[config.mk]
export PLATFORM = sky130hd
export DESIGN_NAME = llsc_resv_mon
export DESIGN_NICKNAME = d
export VERILOG_FILES = /design/src/rtl/llsc_pkg.sv /design/src/rtl/llsc_match.sv /design/src/rtl/llsc_victim.sv /design/src/rtl/llsc_table.sv /design/src/rtl/llsc_resv_mon.sv
export SDC_FILE = /design/constraint.sdc
export NUM_CORES = 1
export LEC_CHECK = 0
export BUFFER_PORTS_ARGS = -buffer_cell sky130_fd_sc_hd__buf_4
export CORE_UTILIZATION = 45
export DETAILED_ROUTE_END_ITERATION = 6
export GPL_ROUTABILITY_DRIVEN = 0
export PLACE_DENSITY = 0.58
export SETUP_SLACK_MARGIN = 0.3
export SLEW_MARGIN = 20
export SYNTH_ARGS = -nofsm -noshare
export SYNTH_HDL_FRONTEND = slang
export SYNTH_HIERARCHICAL = 1
export SYNTH_SLANG_ARGS = --single-unit
[constraint.sdc]
create_clock -name clk -period 4.8 [get_ports clk]
set_clock_uncertainty 0.05 [all_clocks]
set_input_delay 0.48 -clock clk [delete_from_list [all_inputs] [get_ports clk]]
set_output_delay 0.48 -clock clk [all_outputs]
set_load 0.01 [all_outputs]
[src/rtl/llsc_pkg.sv]
package llsc_pkg;

  typedef enum logic [1:0] {
    OP_WRITE  = 2'b00,
    OP_LINKED = 2'b01,
    OP_COND   = 2'b10,
    OP_LOCKWR = 2'b11
  } llsc_op_e;

  // conditional store outcome: reservation present and owned by requester
  function automatic logic cond_grant(input logic hit, input logic owner_eq);
    return hit & owner_eq;
  endfunction

  // ordinary write cancels only its own reservation on a resident line
  function automatic logic write_cancels(input logic present, input logic hit,
                                         input logic owner_eq);
    return present & hit & owner_eq;
  endfunction

  // result bit reported for one completion
  function automatic logic result_bit(input logic bypass, input logic is_cond,
                                      input logic granted);
    return bypass | ~is_cond | granted;
  endfunction

endpackage

[src/rtl/llsc_match.sv]
module llsc_match #(
  parameter int ENTRIES = 4,
  parameter int LINE_W  = 26,
  parameter int ID_W    = 4,
  localparam int IDX_W  = $clog2(ENTRIES)
) (
  input  logic                           clk,
  input  logic                           rst_n,
  input  logic [ENTRIES-1:0]             valid_i,
  input  logic [ENTRIES-1:0][LINE_W-1:0] line_tab_i,
  input  logic [ENTRIES-1:0][ID_W-1:0]   owner_tab_i,
  input  logic [LINE_W-1:0]              line_i,
  input  logic [ID_W-1:0]                id_i,
  output logic [ENTRIES-1:0]             hit_vec_o,
  output logic                           hit_o,
  output logic [IDX_W-1:0]               hit_idx_o,
  output logic                           owner_eq_o
);

  for (genvar g = 0; g < ENTRIES; g++) begin : g_cmp
    assign hit_vec_o[g] = valid_i[g] && (line_tab_i[g] == line_i);
  end

  assign hit_o = |hit_vec_o;

  always_comb begin
    hit_idx_o = '0;
    for (int i = 0; i < ENTRIES; i++) begin
      if (hit_vec_o[i]) hit_idx_o = IDX_W'(i);
    end
  end

  assign owner_eq_o = hit_o && (owner_tab_i[hit_idx_o] == id_i);

  // a line is never reserved in two entries at once
  unique_line_chk: assert property (@(posedge clk) disable iff (!rst_n)
    $onehot0(hit_vec_o));

endmodule

[src/rtl/llsc_victim.sv]
module llsc_victim #(
  parameter int ENTRIES = 4,
  localparam int IDX_W  = $clog2(ENTRIES)
) (
  input  logic                          clk,
  input  logic                          rst_n,
  input  logic [ENTRIES-1:0]            valid_i,
  input  logic [ENTRIES-1:0][IDX_W-1:0] rank_i,
  output logic                          has_free_o,
  output logic [IDX_W-1:0]              victim_o
);

  localparam logic [IDX_W-1:0] RANK_MAX = IDX_W'(ENTRIES - 1);

  logic [IDX_W-1:0]   free_idx;
  logic [IDX_W-1:0]   old_idx;
  logic [ENTRIES-1:0] is_oldest;

  always_comb begin
    free_idx = '0;
    for (int i = ENTRIES - 1; i >= 0; i--) begin
      if (!valid_i[i]) free_idx = IDX_W'(i);
    end
  end

  for (genvar g = 0; g < ENTRIES; g++) begin : g_old
    assign is_oldest[g] = valid_i[g] && (rank_i[g] == RANK_MAX);
  end

  always_comb begin
    old_idx = '0;
    for (int i = 0; i < ENTRIES; i++) begin
      if (is_oldest[i]) old_idx = IDX_W'(i);
    end
  end

  assign has_free_o = ~&valid_i;
  assign victim_o   = has_free_o ? free_idx : old_idx;

  // a full table has exactly one oldest entry
  full_one_oldest_chk: assert property (@(posedge clk) disable iff (!rst_n)
    !has_free_o |-> ($countones(is_oldest) == 1));

endmodule

[src/rtl/llsc_table.sv]
module llsc_table #(
  parameter int ENTRIES = 4,
  parameter int LINE_W  = 26,
  parameter int ID_W    = 4,
  localparam int IDX_W  = $clog2(ENTRIES)
) (
  input  logic                           clk,
  input  logic                           rst_n,
  input  logic                           alloc_en_i,
  input  logic [IDX_W-1:0]               alloc_idx_i,
  input  logic                           own_en_i,
  input  logic [IDX_W-1:0]               own_idx_i,
  input  logic                           clr_en_i,
  input  logic [IDX_W-1:0]               clr_idx_i,
  input  logic [LINE_W-1:0]              line_i,
  input  logic [ID_W-1:0]                id_i,
  output logic [ENTRIES-1:0]             valid_o,
  output logic [ENTRIES-1:0][LINE_W-1:0] line_o,
  output logic [ENTRIES-1:0][ID_W-1:0]   owner_o,
  output logic [ENTRIES-1:0][IDX_W-1:0]  rank_o
);

  // Ranks of valid entries stay a dense 0..V-1 set: 0 is the newest.
  always_ff @(posedge clk or negedge rst_n) begin
    if (!rst_n) begin
      valid_o <= '0;
      line_o  <= '0;
      owner_o <= '0;
      rank_o  <= '0;
    end else begin
      for (int i = 0; i < ENTRIES; i++) begin
        if (alloc_en_i) begin
          if (IDX_W'(i) == alloc_idx_i) begin
            valid_o[i] <= 1'b1;
            line_o[i]  <= line_i;
            owner_o[i] <= id_i;
            rank_o[i]  <= '0;
          end else if (valid_o[i]) begin
            rank_o[i] <= rank_o[i] + 1'b1;
          end
        end
        if (own_en_i && (IDX_W'(i) == own_idx_i)) begin
          owner_o[i] <= id_i;
        end
        if (clr_en_i) begin
          if (IDX_W'(i) == clr_idx_i) begin
            valid_o[i] <= 1'b0;
          end else if (valid_o[i] && (rank_o[i] > rank_o[clr_idx_i])) begin
            rank_o[i] <= rank_o[i] - 1'b1;
          end
        end
      end
    end
  end

  // a fresh allocation is valid and newest on the next cycle
  alloc_newest_chk: assert property (@(posedge clk) disable iff (!rst_n)
    alloc_en_i |=> (valid_o[$past(alloc_idx_i)] && (rank_o[$past(alloc_idx_i)] == '0)));

  // owner update on an existing reservation keeps it valid
  own_keep_chk: assert property (@(posedge clk) disable iff (!rst_n)
    own_en_i |=> valid_o[$past(own_idx_i)]);

endmodule

[src/rtl/llsc_resv_mon.sv]
module llsc_resv_mon #(
  parameter int ENTRIES = 4,
  parameter int LINE_W  = 26,
  parameter int ID_W    = 4
) (
  input  logic              clk,
  input  logic              rst_n,
  input  logic              bypass_i,
  input  logic              cmp_vld_i,
  input  logic [1:0]        cmp_op_i,
  input  logic [LINE_W-1:0] cmp_line_i,
  input  logic [ID_W-1:0]   cmp_id_i,
  input  logic              cmp_present_i,
  output logic              res_vld_o,
  output logic              res_ok_o
);
  import llsc_pkg::*;

  localparam int IDX_W = $clog2(ENTRIES);

  logic [ENTRIES-1:0]             valid_q;
  logic [ENTRIES-1:0][LINE_W-1:0] line_q;
  logic [ENTRIES-1:0][ID_W-1:0]   owner_q;
  logic [ENTRIES-1:0][IDX_W-1:0]  rank_q;

  logic [ENTRIES-1:0] hit_vec;
  logic               hit_any;
  logic [IDX_W-1:0]   hit_idx;
  logic               owner_eq;
  logic               has_free;
  logic [IDX_W-1:0]   victim_idx;

  // named internal events
  logic active_ev, linked_ev, cond_ev, write_ev;
  logic link_new_ev, link_own_ev, clear_ev, ok_d;

  llsc_match #(.ENTRIES(ENTRIES), .LINE_W(LINE_W), .ID_W(ID_W)) match_i (
    .clk        (clk),
    .rst_n      (rst_n),
    .valid_i    (valid_q),
    .line_tab_i (line_q),
    .owner_tab_i(owner_q),
    .line_i     (cmp_line_i),
    .id_i       (cmp_id_i),
    .hit_vec_o  (hit_vec),
    .hit_o      (hit_any),
    .hit_idx_o  (hit_idx),
    .owner_eq_o (owner_eq)
  );

  llsc_victim #(.ENTRIES(ENTRIES)) victim_i (
    .clk       (clk),
    .rst_n     (rst_n),
    .valid_i   (valid_q),
    .rank_i    (rank_q),
    .has_free_o(has_free),
    .victim_o  (victim_idx)
  );

  assign active_ev   = cmp_vld_i & ~bypass_i;
  assign linked_ev   = active_ev & (cmp_op_i == OP_LINKED);
  assign cond_ev     = active_ev & (cmp_op_i == OP_COND);
  assign write_ev    = active_ev & ((cmp_op_i == OP_WRITE) | (cmp_op_i == OP_LOCKWR));
  assign link_new_ev = linked_ev & ~hit_any;
  assign link_own_ev = linked_ev & hit_any;
  assign clear_ev    = (cond_ev & hit_any) |
                       (write_ev & write_cancels(cmp_present_i, hit_any, owner_eq));
  assign ok_d        = result_bit(bypass_i, cmp_op_i == OP_COND,
                                  cond_grant(hit_any, owner_eq));

  llsc_table #(.ENTRIES(ENTRIES), .LINE_W(LINE_W), .ID_W(ID_W)) table_i (
    .clk        (clk),
    .rst_n      (rst_n),
    .alloc_en_i (link_new_ev),
    .alloc_idx_i(victim_idx),
    .own_en_i   (link_own_ev),
    .own_idx_i  (hit_idx),
    .clr_en_i   (clear_ev),
    .clr_idx_i  (hit_idx),
    .line_i     (cmp_line_i),
    .id_i       (cmp_id_i),
    .valid_o    (valid_q),
    .line_o     (line_q),
    .owner_o    (owner_q),
    .rank_o     (rank_q)
  );

  always_ff @(posedge clk or negedge rst_n) begin
    if (!rst_n) begin
      res_vld_o <= 1'b0;
      res_ok_o  <= 1'b0;
    end else begin
      res_vld_o <= cmp_vld_i;
      res_ok_o  <= cmp_vld_i & ok_d;
    end
  end


  res_pulse_chk: assert property (@(posedge clk) disable iff (!rst_n)
    cmp_vld_i |=> res_vld_o);

  res_quiet_chk: assert property (@(posedge clk) disable iff (!rst_n)
    !cmp_vld_i |=> !res_vld_o);

  bypass_ok_chk: assert property (@(posedge clk) disable iff (!rst_n)
    (cmp_vld_i && bypass_i) |=> res_ok_o);

  bypass_frozen_chk: assert property (@(posedge clk) disable iff (!rst_n)
    (cmp_vld_i && bypass_i) |=> $stable(valid_q));

  linked_ok_chk: assert property (@(posedge clk) disable iff (!rst_n)
    (cmp_vld_i && (cmp_op_i == OP_LINKED)) |=> res_ok_o);

  write_ok_chk: assert property (@(posedge clk) disable iff (!rst_n)
    (cmp_vld_i && (cmp_op_i != OP_COND)) |=> res_ok_o);

  cond_clears_chk: assert property (@(posedge clk) disable iff (!rst_n)
    (cond_ev && hit_any) |=> ((valid_q & $past(hit_vec)) == '0));

  cond_miss_fail_chk: assert property (@(posedge clk) disable iff (!rst_n)
    (cond_ev && !hit_any) |=> !res_ok_o);

endmodule

==> impl_metrics.tcl, run 1 <==
set metrics [dict create \
    clkPwrFrac_pct 26.9 \
    ioPinCount 39 \
    layout.nets 759 \
    peakVddDrop_mv 0.281 \
    track_usage_pct 24.4 \
    worstHoldPathType "in2async" \
    worst_setup_path_start_kind "flop" \
    max_freq_mhz 234 \
    numPortBuffers 38 \
    worstReg2RegStart "table_i/line_o[62]$_DFFE_PN0P_" \
    rows 46 \
    slew_headroom_pct 39.1 \
    cp-startpoint "table_i/line_o[62]$_DFFE_PN0P_" \
    power.density_nw_per_um2 541 \
    drt-total-wl_um 18900 \
    outcome "finished, final reports clean" \
    root_buffer "clkbuf_16" \
    path_cells "xnor2_1, nand4_1, or4_1, nor3_2, o221ai_1, a221o_1, a311oi_1, and4_1, a31oi_1, nor4b_2, and2_2, o2111ai_2, o211a_1, or3_1" \
    worst_slew_pin_slew_ns 0.913 \
    yosys_warnings 6 \
    cpPeakStageDelay_ns 0.56 \
    worstPathRequired_ns 5.05 \
    syn_inst 672 \
    cp_slowest_cell "or4_1" \
    grt_pass1_wl_um 30100 \
    post_drt_wl_per_cell_um 20.1 \
    synth.avg_cell_area_um2 10.9 \
    drtPass1Iterations 5 \
    vias_per_cell 5.58 \
    antenna_cells 0 \
    arrival_ns 4.51 \
    hold_violations 0 \
    grt_max_degree 99 \
    p_sw_share_pct 33.6 \
    power.internal_uw 3080 \
    crit_family "simple AND/OR/NAND/NOR gates" \
    path_buf_inv 0 \
    drc 0 \
    coreArea_um2 15900 \
    setup_viol 0 \
    reg2reg_slack_ns 0.53 \
    rsz0062_at_grt "yes" \
    seqPwrFrac_pct 41.6 \
    start_util_pct 46.1 \
    p_total_uw 4650 \
    postCtsSetupBuffers 0 \
    timing.rr.end "table_i/rank_o[5]$_DFF_PN0_" \
    die_area_um2 16900 \
    place_ws_ns 0.217 \
    setup_ws_ns 0.531 \
    drtAntennaViolNets 0 \
    dp_hpwl_um 13600 \
    tns_ns 0 \
    dpl_cell_area_um2 7910 \
    worstSetupEndpointType "flop" \
    fin_crit_sh_pct 88.9 \
    drv_cap 0 \
    die_x_um 130 \
    post-route-util_pct 53.9 \
    grt_antenna_before_repair 0 \
    fin_area_um2 8590 \
    worstSkewPairLatency_ns 0.42 \
    grt_pass1_vias 5304 \
    numCtsBuffers 17 \
    layout_min_cycle_time_ns 4.27 \
    switchingPower_uw 1560 \
    cts_buffer_depth 2 \
    drive_gt1_share_pct 30.1 \
    grt_overflow 0 \
    reg2regPathDepth 14 \
    die_h_um 130 \
    clk_pin_slew_ns 0.06 \
    synthesis.area_um2 7350 \
    cts_tree "yes" \
    crit_type "reg2reg" \
    via_count 5249 \
    htree_levels 4 \
    power_frac_comb_pct 31.5 \
    area_delta_synth_final_pct 16.8 \
    synthesis.nets 719 \
    drt_iter0_drc 316 \
    clock_sinks 134 \
    slew_viol_final 0 \
    leakagePower_uw 0.00383 \
    critPathMaxFanout 5 \
]
## cell usage in the layout, fill, tap and decap left out, types with 10 or more instances in the layout
cell type,n
buf_4,51
clkbuf_16,17
dfrtp_1,134
ha_1,10
inv_1,19
mux2_2,95
nand2_1,100
nand3_1,12
nand4_1,37
xnor2_1,82
xnor2_2,13
xor2_1,12
## flip-flops by register name, summed over array words and instances (netlist names)
signal           cells
table_i/rank_o       8
table_i/owner_o     16
res_ok_o             1
table_i/valid_o      4
table_i/line_o     104
res_vld_o            1
## cell type report
type                            instances  area [um2]
Timing Repair Buffer                   55         454
Clock buffer                           21         470
Sequential cell                       134        3350
Multi-Input combinational cell        484        3870
Inverter                               20        75.1
Tap cell                              216         270
Clock inverter                         10        96.3
Fill cell                            1415        7350
## repair_timing
| action | 4_1_cts | 5_1_grt |
|---|---|---|
| hold buffers | 0 | 0 |
| gates resized for setup | 0 | 15 |
| setup endpoints to repair | 0 | 15 |
## power by group through the flow
stage	Combinational [uW]	Sequential, uW	Clock, uW
6_report	1460	1930	1250
4_1_cts	1440	1920	1280
5_1_grt	1600	1990	1320
3_5_place_dp	1430	1930	0
2_1_floorplan	1060	1840	0
3_3_place_gp	1390	1910	0
## metrics by stage
stage / hold slack, ns / instances
after floorplan: 0.134 / 672
after global placement: 0.429 / 909
after detailed placement: 0.434 / 909
after CTS: 0.120 / 940
after global routing: 0.120 / 940
final: 0.105 / 940
## worst max-delay path by stage
stage	end	slack [ns]	cells past startpoint
after detailed placement	table_i/rank_o[5]$_DFF_PN0_	0.22	15
after global placement	table_i/rank_o[5]$_DFF_PN0_	0.28	15
after floorplan	table_i/rank_o[5]$_DFF_PN0_	0.51	14
after global routing	table_i/rank_o[7]$_DFF_PN0_	0.26	14
after CTS	table_i/rank_o[5]$_DFF_PN0_	0.47	14
final	table_i/rank_o[5]$_DFF_PN0_	0.53	14
## per-layer routing
metal	global-route usage (%)	part of all wire (%)
met1	32.2	45
met2	39.7	49
met3	4.67	3.7
met4	9.51	2.2
met5	0	0
(Power assumes the default switching activity.)
==> run 2, diff against run 1 <==
- BUFFER_PORTS_ARGS: -buffer_cell sky130_fd_sc_hd__buf_4 -> default
- CTS_BUF_LIST: default -> sky130_fd_sc_hd__clkbuf_8 sky130_fd_sc_hd__clkbuf_16
- DONT_BUFFER_PORTS: default -> 1
- GPL_TIMING_DRIVEN: default -> 0
- PLACE_DENSITY: 0.58 -> 0.56
==> run 2 against run 1 <==
Effect of this change: the flow now finishes with violations (negative hold slack); critical path depth up 2; sequential share of layout area rose by 0.49 points; clock-buffer cell count down 2; first-iteration DRC count rose by 11%; sequential power about the same; critical endpoint unchanged; highest routed layer unchanged.
==> impl_metrics.tcl, run 2 (synthesis results as in run 1) <==
set metrics [dict create \
    path_buf_inv 2 \
    cp_common_cell "buf_4" \
    cp.depth 16 \
    path_cells "xnor2_1, nand4_1, or4_4, nor4_4, buf_4, nor3_2, a221o_1, a311oi_2, and4_1, a31oi_2, nor4b_4, buf_4, and2_2, o2111ai_4, o211a_1, or3_1" \
    power_frac_comb_pct 30.6 \
    place_ws_ns -0.474 \
    area_delta_synth_final_pct 15.4 \
    layout_common_cells "dfrtp_1, nand2_1, mux2_2, xnor2_1, nand4_1" \
    worstSetupEndpointType "flop" \
    numCtsBuffers 17 \
    cp-endpoint "table_i/rank_o[5]$_DFF_PN0_" \
    whs_ns -0.00680 \
    die_area_um2 16900 \
    worstHoldPathType "in2async" \
    peakVddDrop_mv 0.417 \
    drt-total-wl_um 19200 \
    worstReg2RegStart "table_i/line_o[43]$_DFFE_PN0P_" \
    grt_overflow 0 \
    cp-startpoint "table_i/line_o[43]$_DFFE_PN0P_" \
    seqPwrFrac_pct 40.6 \
    slew_headroom_pct 43.5 \
    rows 46 \
    power.density_nw_per_um2 561 \
    worst_slew_pin_slew_ns 0.838 \
    dp_hpwl_um 13900 \
    cts_tree "yes" \
    worstSkewPairLatency_ns 0.42 \
    die_x_um 130 \
    critPathMaxFanout 5 \
    met2_usage_pct 40.6 \
    grt_use_met1_pct 31.5 \
    coreArea_um2 15900 \
    violations "negative hold slack" \
    cp_slowest_cell "or4_4" \
    drive_gt1_share_pct 27.9 \
    ioPinCount 39 \
    p_sw_share_pct 33.5 \
    reg_top3 "table_i/line_o (104), table_i/owner_o (16), table_i/rank_o (8)" \
    arrival_ns 4.55 \
    max_flop_register "table_i/line_o" \
    power.internal_uw 3170 \
    grt_max_degree 135 \
    track_usage_pct 24.6 \
    largest_reg_flops 104 \
    root_buffer "clkbuf_16" \
    antenna_cells 0 \
    drt_iter0_drc 351 \
    max_freq_mhz 232 \
    via_count 5194 \
    die_h_um 130 \
    clk_pin_slew_ns 0.06 \
    crit_family "simple AND/OR/NAND/NOR gates" \
    rsz0062_at_grt "no" \
    fin_crit_sh_pct 89.7 \
    grt_pass1_vias 5218 \
    drtAntennaViolNets 0 \
    start_util_pct 46.1 \
    setup_viol 0 \
    setup_ws_ns 0.495 \
    busiest_layer "met2" \
    outcome "complete, but fails checks" \
    layout_commonest_cell "dfrtp_1" \
    leakagePower_uw 0.00373 \
    layout_min_cycle_time_ns 4.30 \
    reg2regPathDepth 16 \
    vias_per_cell 5.61 \
    drc 0 \
    htree_levels 4 \
    hold_violations 3 \
    grt_pass1_wl_um 29900 \
    layout.nets 744 \
    clkPwrFrac_pct 28.8 \
    slew_viol_final 0 \
    switchingPower_uw 1600 \
    drv_cap 0 \
    clock_sinks 134 \
    timing.rr.end "table_i/rank_o[5]$_DFF_PN0_" \
    cpPeakStageDelay_ns 0.55 \
    post_drt_wl_per_cell_um 20.8 \
    worstPathRequired_ns 5.04 \
    grt_antenna_before_repair 0 \
    reg2reg_slack_ns 0.50 \
    drtPass1Iterations 5 \
    grt_use_met3_pct 5.95 \
    worst_setup_path_start_kind "flop" \
    crit_type "reg2reg" \
    cts_buffer_depth 2 \
    numPortBuffers 0 \
]
==> run 2: worst min-delay path by stage <==
stage | start | to | slack [ns] | cells after the start
6_report | rst_n | table_i/owner_o[3]$_DFFE_PN0P_ | -0.007 | 1
5_1_grt | rst_n | table_i/owner_o[15]$_DFFE_PN0P_ | 0.02 | 1
4_1_cts | cmp_vld_i | res_vld_o$_DFF_PN0_ | 0.02 | 0
3_5_place_dp | rst_n | table_i/owner_o[15]$_DFFE_PN0P_ | 0.14 | 0
3_3_place_gp | rst_n | table_i/owner_o[3]$_DFFE_PN0P_ | 0.14 | 0
2_1_floorplan | rst_n | res_ok_o$_DFF_PN0_ | 0.13 | 0
==> run 2: what timing repair did <==
action / 4_1_cts / 5_1_grt
buffers inserted: 2 / 3
pin swaps: 2 / 8
hold buffers: 1 / 0
endpoints found under the hold margin: 134 / 0
gates resized for setup: 11 / 12
setup endpoints to repair: 12 / 8
==> run 2: through the flow <==
| step | power, uW | cells | area [um2] | setup TNS [ns] | util (%) |
|---|---|---|---|---|---|
| 4_1_cts | 4760 | 923 | 8380 | 0 | 52.6 |
| 2_1_floorplan | 2900 | 672 | 7360 | 0 | - |
| 6_report | 4760 | 926 | 8480 | 0 | 53.2 |
| 3_5_place_dp | 3300 | 888 | 7630 | -2.42 | 47.9 |
| 3_3_place_gp | 3240 | 888 | 7630 | -2.48 | 47.9 |
| 5_1_grt | 5030 | 926 | 8480 | 0 | 53.2 |
==> run 2: worst reg2reg max path, stage by stage (launching register included) <==
cell and delay [ns]:
dfrtp_1 0.40, xnor2_1 0.31, nand4_1 0.14, or4_4 0.55
nor4_4 0.27, buf_4 0.18, nor3_2 0.08, a221o_1 0.37
a311oi_2 0.24, and4_1 0.27, a31oi_2 0.12, nor4b_4 0.22
buf_4 0.18, and2_2 0.16, o2111ai_4 0.13, o211a_1 0.16
or3_1 0.36
==> run 2: final cells by class <==
class | instances | area [um2]
well taps | 216 | 270
fillers | 1431 | 7460
clock inverters | 13 | 169
inverters | 20 | 75.1
plain buffers | 34 | 184
multi-input cells | 484 | 3910
clock buffers | 19 | 453
flip-flops and latches | 134 | 3350
repair buffers | 6 | 65.1
==> run 2: power groups by stage <==
stage                     clock network, uW  registers [uW]  logic, uW
after global placement                    0            1920       1320
after global routing                   1450            1990       1590
final                                  1370            1930       1460
after floorplan                           0            1840       1060
after detailed placement                  0            1940       1360
after CTS                              1400            1930       1430
==> run 2: per-layer routing <==
layer,wire (um),up-vias
met1,8240,2591
met4,356,0
met5,0,-
met2,9600,160
li1,-,2421
met3,1040,22
